`config.mk`:
```
export PLATFORM = sky130hd
export DESIGN_NAME = match_event_timer
export DESIGN_NICKNAME = d
export VERILOG_FILES = /design/src/rtl/mtmr_pkg.sv /design/src/rtl/mtmr_prescaler.sv /design/src/rtl/mtmr_compare.sv /design/src/rtl/mtmr_out_stage.sv /design/src/rtl/match_event_timer.sv
export SDC_FILE = /design/constraint.sdc
export NUM_CORES = 1
export LEC_CHECK = 0
export ABC_AREA = 1
export CAP_MARGIN = 40
export CORE_MARGIN = 5
export CORE_UTILIZATION = 51
export DETAILED_ROUTE_END_ITERATION = 7
export PLACE_DENSITY = 0.82
export SLEW_MARGIN = 0
export SYNTH_ARGS = -nofsm -noshare
export SYNTH_HDL_FRONTEND = slang
export SYNTH_HIERARCHICAL = 1
export SYNTH_SLANG_ARGS = --single-unit
```
`constraint.sdc`:
```
create_clock -name clk_i -period 1.7 [get_ports clk_i]
set_input_delay 0.255 -clock clk_i [delete_from_list [all_inputs] [get_ports clk_i]]
set_output_delay 0.255 -clock clk_i [all_outputs]
set_load 0.05 [all_outputs]
```
`src/rtl/mtmr_pkg.sv`:
```
package mtmr_pkg;

    typedef enum logic [1:0] {
        SEL_PRESCALE = 2'd0,
        SEL_NEXT_CMP = 2'd1,
        SEL_STAGE    = 2'd2,
        SEL_CTRL     = 2'd3
    } wr_sel_e;

    localparam int CTRL_IEN_BIT = 0;
    localparam int CTRL_CLR_BIT = 1;

endpackage

```
`src/rtl/mtmr_prescaler.sv`:
```
module mtmr_prescaler #(
    parameter int PRE_W = 8
) (
    input  logic             clk_i,
    input  logic             rst_ni,
    input  logic             div_we_i,
    input  logic [PRE_W-1:0] div_val_i,
    output logic             tick_o
);

    typedef struct packed {
        logic [PRE_W-1:0] div;
        logic [PRE_W-1:0] cnt;
        logic             half;
        logic             tick;
    } pre_st_t;

    pre_st_t st_d, st_q;

    always_comb begin
        st_d      = st_q;
        st_d.tick = 1'b0;
        st_d.half = ~st_q.half;
        if (div_we_i) begin
            st_d.div = div_val_i;
        end
        if (st_q.half) begin
            if (st_q.cnt >= st_q.div) begin
                st_d.cnt  = '0;
                st_d.tick = 1'b1;
            end else begin
                st_d.cnt = st_q.cnt + 1'b1;
            end
        end
    end

    always_ff @(posedge clk_i) begin
        if (!rst_ni) begin
            st_q <= '0;
        end else begin
            st_q <= st_d;
        end
    end

    assign tick_o = st_q.tick;

    AST_TICK_ISOLATED: assert property (@(posedge clk_i) disable iff (!rst_ni)
        st_q.tick |=> !st_q.tick);

    AST_TICK_ON_HALF: assert property (@(posedge clk_i) disable iff (!rst_ni)
        $rose(st_q.tick) |-> $past(st_q.half));

endmodule

```
`src/rtl/mtmr_compare.sv`:
```
module mtmr_compare #(
    parameter int CNT_W = 10
) (
    input  logic             clk_i,
    input  logic             rst_ni,
    input  logic             tick_i,
    input  logic             next_we_i,
    input  logic [CNT_W-1:0] next_val_i,
    output logic [CNT_W-1:0] count_o,
    output logic             evt_o
);

    typedef struct packed {
        logic [CNT_W-1:0] cnt;
        logic [CNT_W-1:0] live;
        logic [CNT_W-1:0] nxt;
        logic             evt;
    } cmp_st_t;

    cmp_st_t st_d, st_q;

    always_comb begin
        st_d     = st_q;
        st_d.evt = 1'b0;
        if (next_we_i) begin
            st_d.nxt = next_val_i;
        end
        if (tick_i) begin
            st_d.cnt = st_q.cnt + 1'b1;
            if (st_d.cnt == st_q.live) begin
                st_d.evt  = 1'b1;
                st_d.live = st_q.nxt;
            end
        end
    end

    always_ff @(posedge clk_i) begin
        if (!rst_ni) begin
            st_q <= '0;
        end else begin
            st_q <= st_d;
        end
    end

    assign count_o = st_q.cnt;
    assign evt_o   = st_q.evt;

    AST_CNT_STEP: assert property (@(posedge clk_i) disable iff (!rst_ni)
        !$stable(st_q.cnt) |-> (st_q.cnt == CNT_W'($past(st_q.cnt) + 1'b1)));

    AST_EVT_SINGLE: assert property (@(posedge clk_i) disable iff (!rst_ni)
        st_q.evt |=> !st_q.evt);

    AST_EVT_AT_MATCH: assert property (@(posedge clk_i) disable iff (!rst_ni)
        st_q.evt |-> (st_q.cnt == $past(st_q.live)));

    AST_LIVE_RELOAD: assert property (@(posedge clk_i) disable iff (!rst_ni)
        st_q.evt |-> (st_q.live == $past(st_q.nxt)));

    AST_LIVE_HOLD: assert property (@(posedge clk_i) disable iff (!rst_ni)
        !st_q.evt |-> $stable(st_q.live));

endmodule

```
`src/rtl/mtmr_out_stage.sv`:
```
module mtmr_out_stage #(
    parameter int OUT_W = 8
) (
    input  logic             clk_i,
    input  logic             rst_ni,
    input  logic             evt_i,
    input  logic             stage_we_i,
    input  logic [OUT_W-1:0] stage_val_i,
    input  logic             ctrl_we_i,
    input  logic             ien_val_i,
    input  logic             clr_val_i,
    output logic [OUT_W-1:0] pout_o,
    output logic             flag_o,
    output logic             irq_o
);

    typedef struct packed {
        logic [OUT_W-1:0] stage;
        logic [OUT_W-1:0] pout;
        logic             ien;
        logic             flag;
    } out_st_t;

    out_st_t st_d, st_q;

    always_comb begin
        st_d = st_q;
        if (stage_we_i) begin
            st_d.stage = stage_val_i;
        end
        if (ctrl_we_i) begin
            st_d.ien = ien_val_i;
            if (clr_val_i) begin
                st_d.flag = 1'b0;
            end
        end
        if (evt_i) begin
            st_d.pout = st_q.stage;
            st_d.flag = 1'b1;
        end
    end

    always_ff @(posedge clk_i) begin
        if (!rst_ni) begin
            st_q <= '0;
        end else begin
            st_q <= st_d;
        end
    end

    assign pout_o = st_q.pout;
    assign flag_o = st_q.flag;
    assign irq_o  = st_q.flag & st_q.ien;

    AST_POUT_ONLY_ON_EVT: assert property (@(posedge clk_i) disable iff (!rst_ni)
        !$stable(st_q.pout) |-> $past(evt_i));

    AST_FLAG_SET_ON_EVT: assert property (@(posedge clk_i) disable iff (!rst_ni)
        evt_i |=> st_q.flag);

    AST_FLAG_CLR_SRC: assert property (@(posedge clk_i) disable iff (!rst_ni)
        $fell(st_q.flag) |-> $past(ctrl_we_i && clr_val_i));

endmodule

```
`src/rtl/match_event_timer.sv`:
```
module match_event_timer
    import mtmr_pkg::*;
#(
    parameter int CNT_W = 10,
    parameter int PRE_W = 8,
    parameter int OUT_W = 8
) (
    input  logic             clk_i,
    input  logic             rst_ni,
    input  logic             wr_en_i,
    input  logic [1:0]       wr_sel_i,
    input  logic [CNT_W-1:0] wr_data_i,
    output logic [CNT_W-1:0] count_o,
    output logic             match_evt_o,
    output logic             flag_o,
    output logic             irq_o,
    output logic [OUT_W-1:0] pout_o
);

    wr_sel_e sel;
    logic    we_pre, we_next, we_stage, we_ctrl;
    logic    tick;

    always_comb begin
        sel      = wr_sel_e'(wr_sel_i);
        we_pre   = wr_en_i && (sel == SEL_PRESCALE);
        we_next  = wr_en_i && (sel == SEL_NEXT_CMP);
        we_stage = wr_en_i && (sel == SEL_STAGE);
        we_ctrl  = wr_en_i && (sel == SEL_CTRL);
    end

    mtmr_prescaler #(.PRE_W(PRE_W)) u_pre (
        .clk_i     (clk_i),
        .rst_ni    (rst_ni),
        .div_we_i  (we_pre),
        .div_val_i (wr_data_i[PRE_W-1:0]),
        .tick_o    (tick)
    );

    mtmr_compare #(.CNT_W(CNT_W)) u_cmp (
        .clk_i      (clk_i),
        .rst_ni     (rst_ni),
        .tick_i     (tick),
        .next_we_i  (we_next),
        .next_val_i (wr_data_i),
        .count_o    (count_o),
        .evt_o      (match_evt_o)
    );

    mtmr_out_stage #(.OUT_W(OUT_W)) u_out (
        .clk_i       (clk_i),
        .rst_ni      (rst_ni),
        .evt_i       (match_evt_o),
        .stage_we_i  (we_stage),
        .stage_val_i (wr_data_i[OUT_W-1:0]),
        .ctrl_we_i   (we_ctrl),
        .ien_val_i   (wr_data_i[CTRL_IEN_BIT]),
        .clr_val_i   (wr_data_i[CTRL_CLR_BIT]),
        .pout_o      (pout_o),
        .flag_o      (flag_o),
        .irq_o       (irq_o)
    );

    AST_RESET_QUIET: assert property (@(posedge clk_i)
        !rst_ni |=> (count_o == '0 && !match_evt_o && !flag_o && pout_o == '0));

endmodule

```
# After elaboration in Yosys (flattened, before gate mapping)
# Index checks and enable logic that the tools add are counted.
[op_classes]
add_sub_neg = 2
eq_ne = 4
n_mux = 6
bitwise_logic = 2
n_reduce_logical = 11
n_lt_le_gt_ge = 1
[op_table]
columns = ["cell", "n"]
rows = [
  ["$add A10 B1 Y10 const B", 1],
  ["$eq A10 B10 Y1", 1],
  ["$add A8 B1 Y8 const B", 1],
  ["$ge A8 B8 Y1", 1],
  ["$mux W8", 1],
  ["$reduce_and A2 Y1", 4],
  ["$mux W1", 5],
  ["$eq A2 B2 Y1 const B", 2],
  ["$logic_and A1 B1 Y1", 4],
  ["$reduce_bool A2 Y1", 2],
  ["$eq A2 B1 Y1 const B", 1],
  ["$logic_not A2 Y1", 1],
  ["$and A1 B1 Y1", 1],
  ["$not A1 Y1", 1],
]
[word_totals]
word_cells = 38
regBits = 67
in_bits = 15
out_inout_bits = 21

# Longest topological paths before layout
# Gate-level depths: netlist of the first run.
[depth]
depth_word = 4
ltp_mapped = 14

# Cells and area by module
# Netlist of the first run, hierarchy kept.
[by_module_without_submodules]
columns = ["module", "instances", "cells_per_inst", "area_per_inst_um2", "seq_area_each_um2"]
rows = [
  ["mtmr_compare", 1, 254, 1727.9, 620.6],
  ["mtmr_prescaler", 1, 122, 933.4, 360.3],
  ["mtmr_out_stage", 1, 87, 683.2, 360.3],
  ["match_event_timer", 1, 8, 30.0, 0.0],
]

# Worst setup path before layout of the first run
# Ideal clock, no wire load.
[synth_timing]
path_type = "register to register"
start = "reg u_cmp.st_q (netlist bit u_cmp/count_o[0])"
end = "reg u_cmp/st_q[19] (netlist name)"
path_stages_with_launch = 11
setup_time_ps = 113
t_required_ps = 1587
arrival_time_ps = 1607
path_slack_ps = -19
path_cell_list = "dfxtp_1 ha_1 nand2_2 nor2_2 nand3_1 nand3b_1 nand2_2 nor3_4 nand3_1 nand2_1 nor2_1"
[synth_via]
elab_chain_cells = 3
[synth_lines]
columns = ["item", "line", "text"]
rows = [
  ["from (decl)", "mtmr_compare.sv:20", "cmp_st_t st_d, st_q;"],
  ["from (signal assigned)", "mtmr_compare.sv:41", "st_q <= st_d;"],
  ["$add A10 B1 Y10", "mtmr_compare.sv:29", "st_d.cnt = st_q.cnt + 1'b1;"],
  ["$eq A10 B10 Y1", "mtmr_compare.sv:30", "if (st_d.cnt == st_q.live) begin"],
  ["$reduce_and A2 Y1 (no source line)", "--", ""],
]
# Every way passes these cells.
# A chain may end at the register's enable or synchronous reset.

# Worst setup path after layout of the first run
[layout_timing]
start = "reg u_cmp.st_q (netlist bit u_cmp/count_o[1])"
end = "reg u_cmp/st_q[18] (netlist name)"
# Same word-level chain as after synthesis.

==> reports/qor.csv, run 1 <==
metric,value,unit
run status,"complete, but fails checks",
failing checks,negative setup slack,
I/O Buffers,35,
Final Cell Area,0.00430,sq mm
detailed placement HPWL,5.29,mm
Pint,0.00263,W
n_diodes,0,
critical path endpoint category,flop,
Reg power frac,44.3,%
Root Driver,clkbuf_8,
clk_lat worst skew,0.36,ns
initial antenna violation count,0,
flop-to-flop setup slack,-0.10,ns
crit path DAT,2.06,ns
Final Max Slew Viols,0,
Synth top area share,39.7,%
die area,0.00834,sq mm
Critical Path RT,1.95,ns
Worst path max stage delay,0.37,ns
number of global-route vias before repair,2975,
Mapped Avg Cell Area,7.16,sq um
Synthesized Nets,496,
DRC Markers,0,
cell chain of the critical path,ha_4 -> inv_2 -> nand2_2 -> nand3_2 -> nor2_4 -> nand3_2 -> nor2_4 -> nand2_2 -> nor2_4 -> nand3_2 -> nand2_1 -> nor2_1,
final std cells w/o fill,605,
synth top area cells,"dfxtp_1, nor2_1, nand2_1, inv_1, nand3_1",
Critical Path Start,u_cmp/count_o[1],
clock power share,36.8,%
leakage power,1.89,nW
layout cell share with drive strength beyond 1,27.8,%
Hold Slack,0.463,ns
DP Cell Count,578,
post-synth top area cell,dfxtp_1,
power density cells,887,mW/mm^2
"Seq/Total Area, Yosys",39.7,%
clock buffer depth,2,
Max Freq,554,MHz
combinational power share,18.9,%
Synth Warn #,6,
critical path depth,12,
most frequent cells in the layout,"nor2_1, dfxtp_1, nand2_1, inv_1, buf_4",
"Cell Area, Synth",0.00337,sq mm
Sw Share,31.0,%
worst slew pin tran,0.450,ns
Hold WC Path Type,reg2reg,
Tmin final,1.80,ns
Routed Wire Length,7.95,mm
Rel. slew slack,70.0,%
final setup fails,11,
vias per cell,5.09,
Die Wd,91.3,um
final hold vios,0,
Sw Pwr,0.00118,W
Worst Clk Skew,0.00873,ns
via count,3080,
number of cell rows,29,
wire per inst,13.1,um
Layout Nets,548,
# clock sinks,67,
Async SR Flop Fraction,0,%
fin crit share,106,%
Final Wtd Congestion,0.855,
MaxCap Viol Count,0,
P&R area growth vs syn,27.4,%
1st-pass router iterations,4,
grt total ovfl,0,
R2R Path Start,u_cmp/count_o[1],
Max IR drop VDD,0.665,mV
Top delay family on crit path,simple AND/OR/NAND/NOR gates,
register bit total from synthesis,67,
Initial Utilization,52.8,%
post-synth cell types,35,
critical path peak fanout,5,
RSZ-0062 raised after global routing,yes,
Die Y,91.3,um
Post-synth EDFFs,0,
CTS tree,built,
worst path bufs/invs,1,
CTS H-Tree Depth,3,
Post-Place Cell Area,0.00381,sq mm
CP startpoint kind,flop,
drt first-iter violations,122,
I/O pin total,36,
cells after synthesis,471,
fin util,67.3,%
Worst Slack Setup Final,-0.104,ns
Num CTS Buffers,9,
largest net degree at the start of global routing,37,
first-pass GRT wire length,13.1,mm
Tot GR Track Use,19.0,%
R2R Path End,u_cmp/st_q[18],
R2R depth,12,
worst setup path end,u_cmp/st_q[18],
"antenna viol nets, final",0,
Core ar.,0.00639,sq mm
WS Path Type,reg2reg,
setup TNS,-0.750,ns
critical path's slowest cell,dfxtp_4,
clock-pin slew on the worst setup and hold paths,0.08,ns
hold buffer count at cts,0,
"most common cell after layout, fill and taps aside",nor2_1,
dominant synthesized flop cell,dfxtp_1,
[worst register-to-register path: stages, from the launching register on]
cell,delay [ns]
dfxtp_4,0.37
ha_4,0.27
inv_2,0.04
nand2_2,0.05
nand3_2,0.09
nor2_4,0.13
nand3_2,0.11
nor2_4,0.13
nand2_2,0.11
nor2_4,0.20
nand3_2,0.10
nand2_1,0.08
nor2_1,0.05
[power by group through the flow]
stage                     clock [W]  sequential, W  combinational, W
after floorplan                   0        0.00171          0.000420
after detailed placement          0        0.00172          0.000600
after CTS                   0.00142        0.00169          0.000685
final                       0.00140        0.00169          0.000721
after global routing        0.00150        0.00170          0.000784
after global placement            0        0.00172          0.000583
[cells by family after synthesis]
kind of cell               synth area share, %
and+or+nand+nor                           29.7
buffers and inverters                     13.1
AOI/OAI and AO/OA                         13.6
DFF                                       39.7
adders and majority gates                 3.71
xor gates and xnor gates                 0.260
[how the worst min path moves through the flow]
stage                     slack, ns  cells after the start            from        endpoint
final                          0.46                      2  u_pre/st_q[11]  u_pre/st_q[11]
after global placement         0.44                      2   u_cmp/st_q[9]   u_cmp/st_q[9]
after CTS                      0.46                      2   u_cmp/st_q[2]   u_cmp/st_q[2]
after detailed placement       0.45                      2   u_cmp/st_q[5]   u_cmp/st_q[5]
after floorplan                0.39                      2          rst_ni   u_pre/st_q[1]
after global routing           0.48                      2  u_pre/st_q[13]  u_pre/st_q[13]
[registers in the layout (all words and copies together), names as in the netlist]
signal / flops
u_out/st_q: 9
u_out/flag_o: 1
u_pre/tick_o: 1
u_cmp/count_o: 10
u_out/pout_o: 8
u_cmp/st_q: 20
u_cmp/evt_o: 1
u_pre/st_q: 17
[synthesized netlist by cell type (all sizes together) (4+ instances only)]
| library cell | instances |
|---|---|
| nand3b | 4 |
| nor2 | 88 |
| dfxtp | 67 |
| nand2 | 77 |
| nand3 | 36 |
| o21ai | 49 |
| a21oi | 32 |
| buf | 21 |
| clkbuf | 7 |
| inv | 65 |
| ha | 10 |
[through the flow]
step | setup slack, ns | power [W]
2_1_floorplan | 0.0263 | 0.00213
3_3_place_gp | -0.0425 | 0.00230
3_5_place_dp | -0.0869 | 0.00232
4_1_cts | -0.0335 | 0.00379
5_1_grt | -0.201 | 0.00398
6_report | -0.104 | 0.00381
[routing by layer]
layer	vias up	global-route usage [%]	part of all wire, %
met1	1403	22.0	44
li1	1595	-	-
met5	-	0	0
met2	74	33.4	50
met4	0	6.11	0.91
met3	8	5.62	4.8
[cell type report]
cell class / instances / area, sq um
clock buffer: 9 / 124
clock inverter: 7 / 83.8
fill: 529 / 2090
inverter: 66 / 248
multi-input combinational: 312 / 1800
sequential: 67 / 1360
tap: 77 / 96.3
timing repair buffer: 67 / 591
[repair_timing]
action | 4_1_cts | 5_1_grt
buffers inserted | 7 | 1
pin swaps | 10 | 2
gates cloned | 3 | 0
endpoints found under the setup margin | 10 | 19
gates resized for setup | 35 | 21
Note: power is estimated with default switching activity, not from simulation.
==> inputs of run 2 (changes only) <==
--- a/config.mk
+++ b/config.mk
@@ -7,8 +7,10 @@
 export LEC_CHECK = 0
 export ABC_AREA = 1
 export CAP_MARGIN = 40
+export CELL_PAD_IN_SITES_DETAIL_PLACEMENT = 1
+export CELL_PAD_IN_SITES_GLOBAL_PLACEMENT = 1
 export CORE_MARGIN = 5
-export CORE_UTILIZATION = 51
+export CORE_UTILIZATION = 37
 export DETAILED_ROUTE_END_ITERATION = 7
 export PLACE_DENSITY = 0.82
 export SLEW_MARGIN = 0
==> reports/qor.csv, run 2 (synthesis gave the netlist of run 1 again) <==
metric,value,unit,change
critical path endpoint category,flop,,
max FFs per register,20,,unchanged
n_diodes,0,,unchanged
Max IR drop VDD,0.354,mV,-47%
register with the most flip-flops,u_cmp/st_q,,
CTS tree,built,,
layout cell share with drive strength beyond 1,26.1,%,-1.7 points
critical path peak fanout,5,,unchanged
crit path DAT,2.04,ns,-0.02 ns
hold buffer count at cts,0,,unchanged
I/O pin total,36,,unchanged
clk_lat worst skew,0.35,ns,about the same
final hold vios,0,,unchanged
initial antenna violation count,0,,unchanged
sequential cell area,0.00136,sq mm,about the same
Num CTS Buffers,9,,unchanged
fin util,48.4,%,-19 points
Final Wtd Congestion,0.807,,-5.6%
DRC Markers,0,,unchanged
Die Wd,106,um,+16%
"antenna viol nets, final",0,,unchanged
Core ar.,0.00881,sq mm,+38%
number of global-route vias before repair,3405,,+14%
first-pass GRT wire length,15.3,mm,+17%
CP startpoint kind,flop,,
DP Cell Count,620,,+7.3%
largest net degree at the start of global routing,21,,-43%
Critical Path RT,1.96,ns,about the same
Max Freq,561,MHz,+1.3%
I/O Buffers,35,,unchanged
worst slew pin tran,0.531,ns,+0.0814 ns
Tot GR Track Use,16.7,%,-2.3 points
failing checks,negative setup slack,,
WS Path Type,reg2reg,,
clock buffer depth,2,,unchanged
most frequent cells in the layout,"nor2_1, dfxtp_1, nand2_1, inv_1, buf_4",,
via count,3162,,+2.7%
drt first-iter violations,86,,-30%
# clock sinks,67,,unchanged
wire per inst,14.0,um,+6.6%
die area,0.0111,sq mm,+33%
fin crit share,105,%,-1.3 points
P&R area growth vs syn,26.3,%,
Worst Slack Setup Final,-0.0816,ns,+0.0224 ns
Rel. slew slack,64.6,%,-5.4 points
Layout Nets,552,,+0.73%
Final Max Slew Viols,0,,unchanged
Filler cells,1147,,+120%
RSZ-0062 raised after global routing,yes,,
Multi-input gate area,0.00172,sq mm,-4.4%
final std cells w/o fill,640,,+5.8%
Die Y,106,um,+16%
Initial Utilization,38.3,%,-15 points
Routed Wire Length,8.97,mm,+13%
1st-pass router iterations,4,,unchanged
detailed placement HPWL,6.53,mm,+24%
clock-pin slew on the worst setup and hold paths,0.08,ns,about the same
Hold WC Path Type,in2reg,,
final setup fails,10,,-1
CTS H-Tree Depth,3,,unchanged
Root Driver,clkbuf_8,,
"most common cell after layout, fill and taps aside",nor2_1,,
vias per cell,4.94,,-3.0%
Worst Clk Skew,0.00580,ns,-0.00292 ns
Tmin final,1.78,ns,-0.0224 ns
number of cell rows,34,,+17%
run status,"complete, but fails checks",,
grt total ovfl,0,,unchanged
MaxCap Viol Count,0,,unchanged
power density cells,890,mW/mm^2,+0.42%
leakage power,1.92,nW,+1.8%
run 2: area by class of cell:
| type | count | share of cell area [%] |
|---|---|---|
| repair buffers | 71 | 14.0 |
| flip-flops and latches | 67 | 31.8 |
| inverters | 66 | 5.81 |
| clock buffers | 9 | 2.91 |
| well taps | 108 | 3.17 |
| clock inverters | 7 | 1.97 |
| multi-input cells | 312 | 40.4 |
run 2: final timing paths:
path,start,endpoint,slack (ns),cells after the start
worst min register to register,u_cmp/st_q[8],u_cmp/st_q[8],0.46,2
worst max-delay path,u_cmp/count_o[0],u_cmp/st_q[16],-0.08,14
worst min-delay path,rst_ni,u_cmp/st_q[20],0.32,3
worst max register to register,u_cmp/count_o[0],u_cmp/st_q[16],-0.08,14
run 2: critical path, cell delays in order, from the launching register on:
cell     delay [ns]
dfxtp_4        0.37
ha_4           0.17
nand2_4        0.10
buf_6          0.11
nand2_2        0.05
nand2_1        0.05
nand2_1        0.06
inv_2          0.06
nand3_2        0.08
nor2_4         0.14
nand2_2        0.10
nor2_4         0.16
nand3_1        0.10
nand2_1        0.08
nor2_1         0.05
run 2: metrics by stage:
step	setup TNS, ns	hold slack [ns]	power, W	setup WS, ns	instance area (sq um)
after global routing	-2.18	0.338	0.00398	-0.243	4260
final	-0.650	0.320	0.00380	-0.0816	4260
after detailed placement	-1.41	0.450	0.00237	-0.148	3910
after CTS	-0.870	0.301	0.00382	-0.100	4230
after global placement	-1.00	0.445	0.00235	-0.108	3910
after floorplan	0	0.386	0.00213	0.0263	3390
run 2: routing by layer:
metal  part of all wire (%)  up-vias  GRT usage, %  routed length, um
met2                     50       46          30.1               4490
met5                      0        -             0                  0
met1                     45     1496          19.3               4010
li1                       -     1601             -                  -
met3                    3.1       19          3.55                277
met4                    2.0        0          6.29                182
run 2: where the power goes:
| part | internal, W | total (W) | leakage (nW) | switching, W |
|---|---|---|---|---|
| logic | 0.000279 | 0.000694 | 1.27 | 0.000415 |
| registers | 0.00164 | 0.00169 | 0.548 | 0.0000513 |
| clock network | 0.000702 | 0.00142 | 0.102 | 0.000713 |
| total | 0.00262 | 0.00380 | 1.92 | 0.00118 |
run 2: repair_timing:
item / 4_1_cts / 5_1_grt
resized for setup: 24 / 9
buffers inserted: 2 / 0
endpoints found under the setup margin: 11 / 17
gates cloned: 2 / 0
pin swaps: 23 / 3
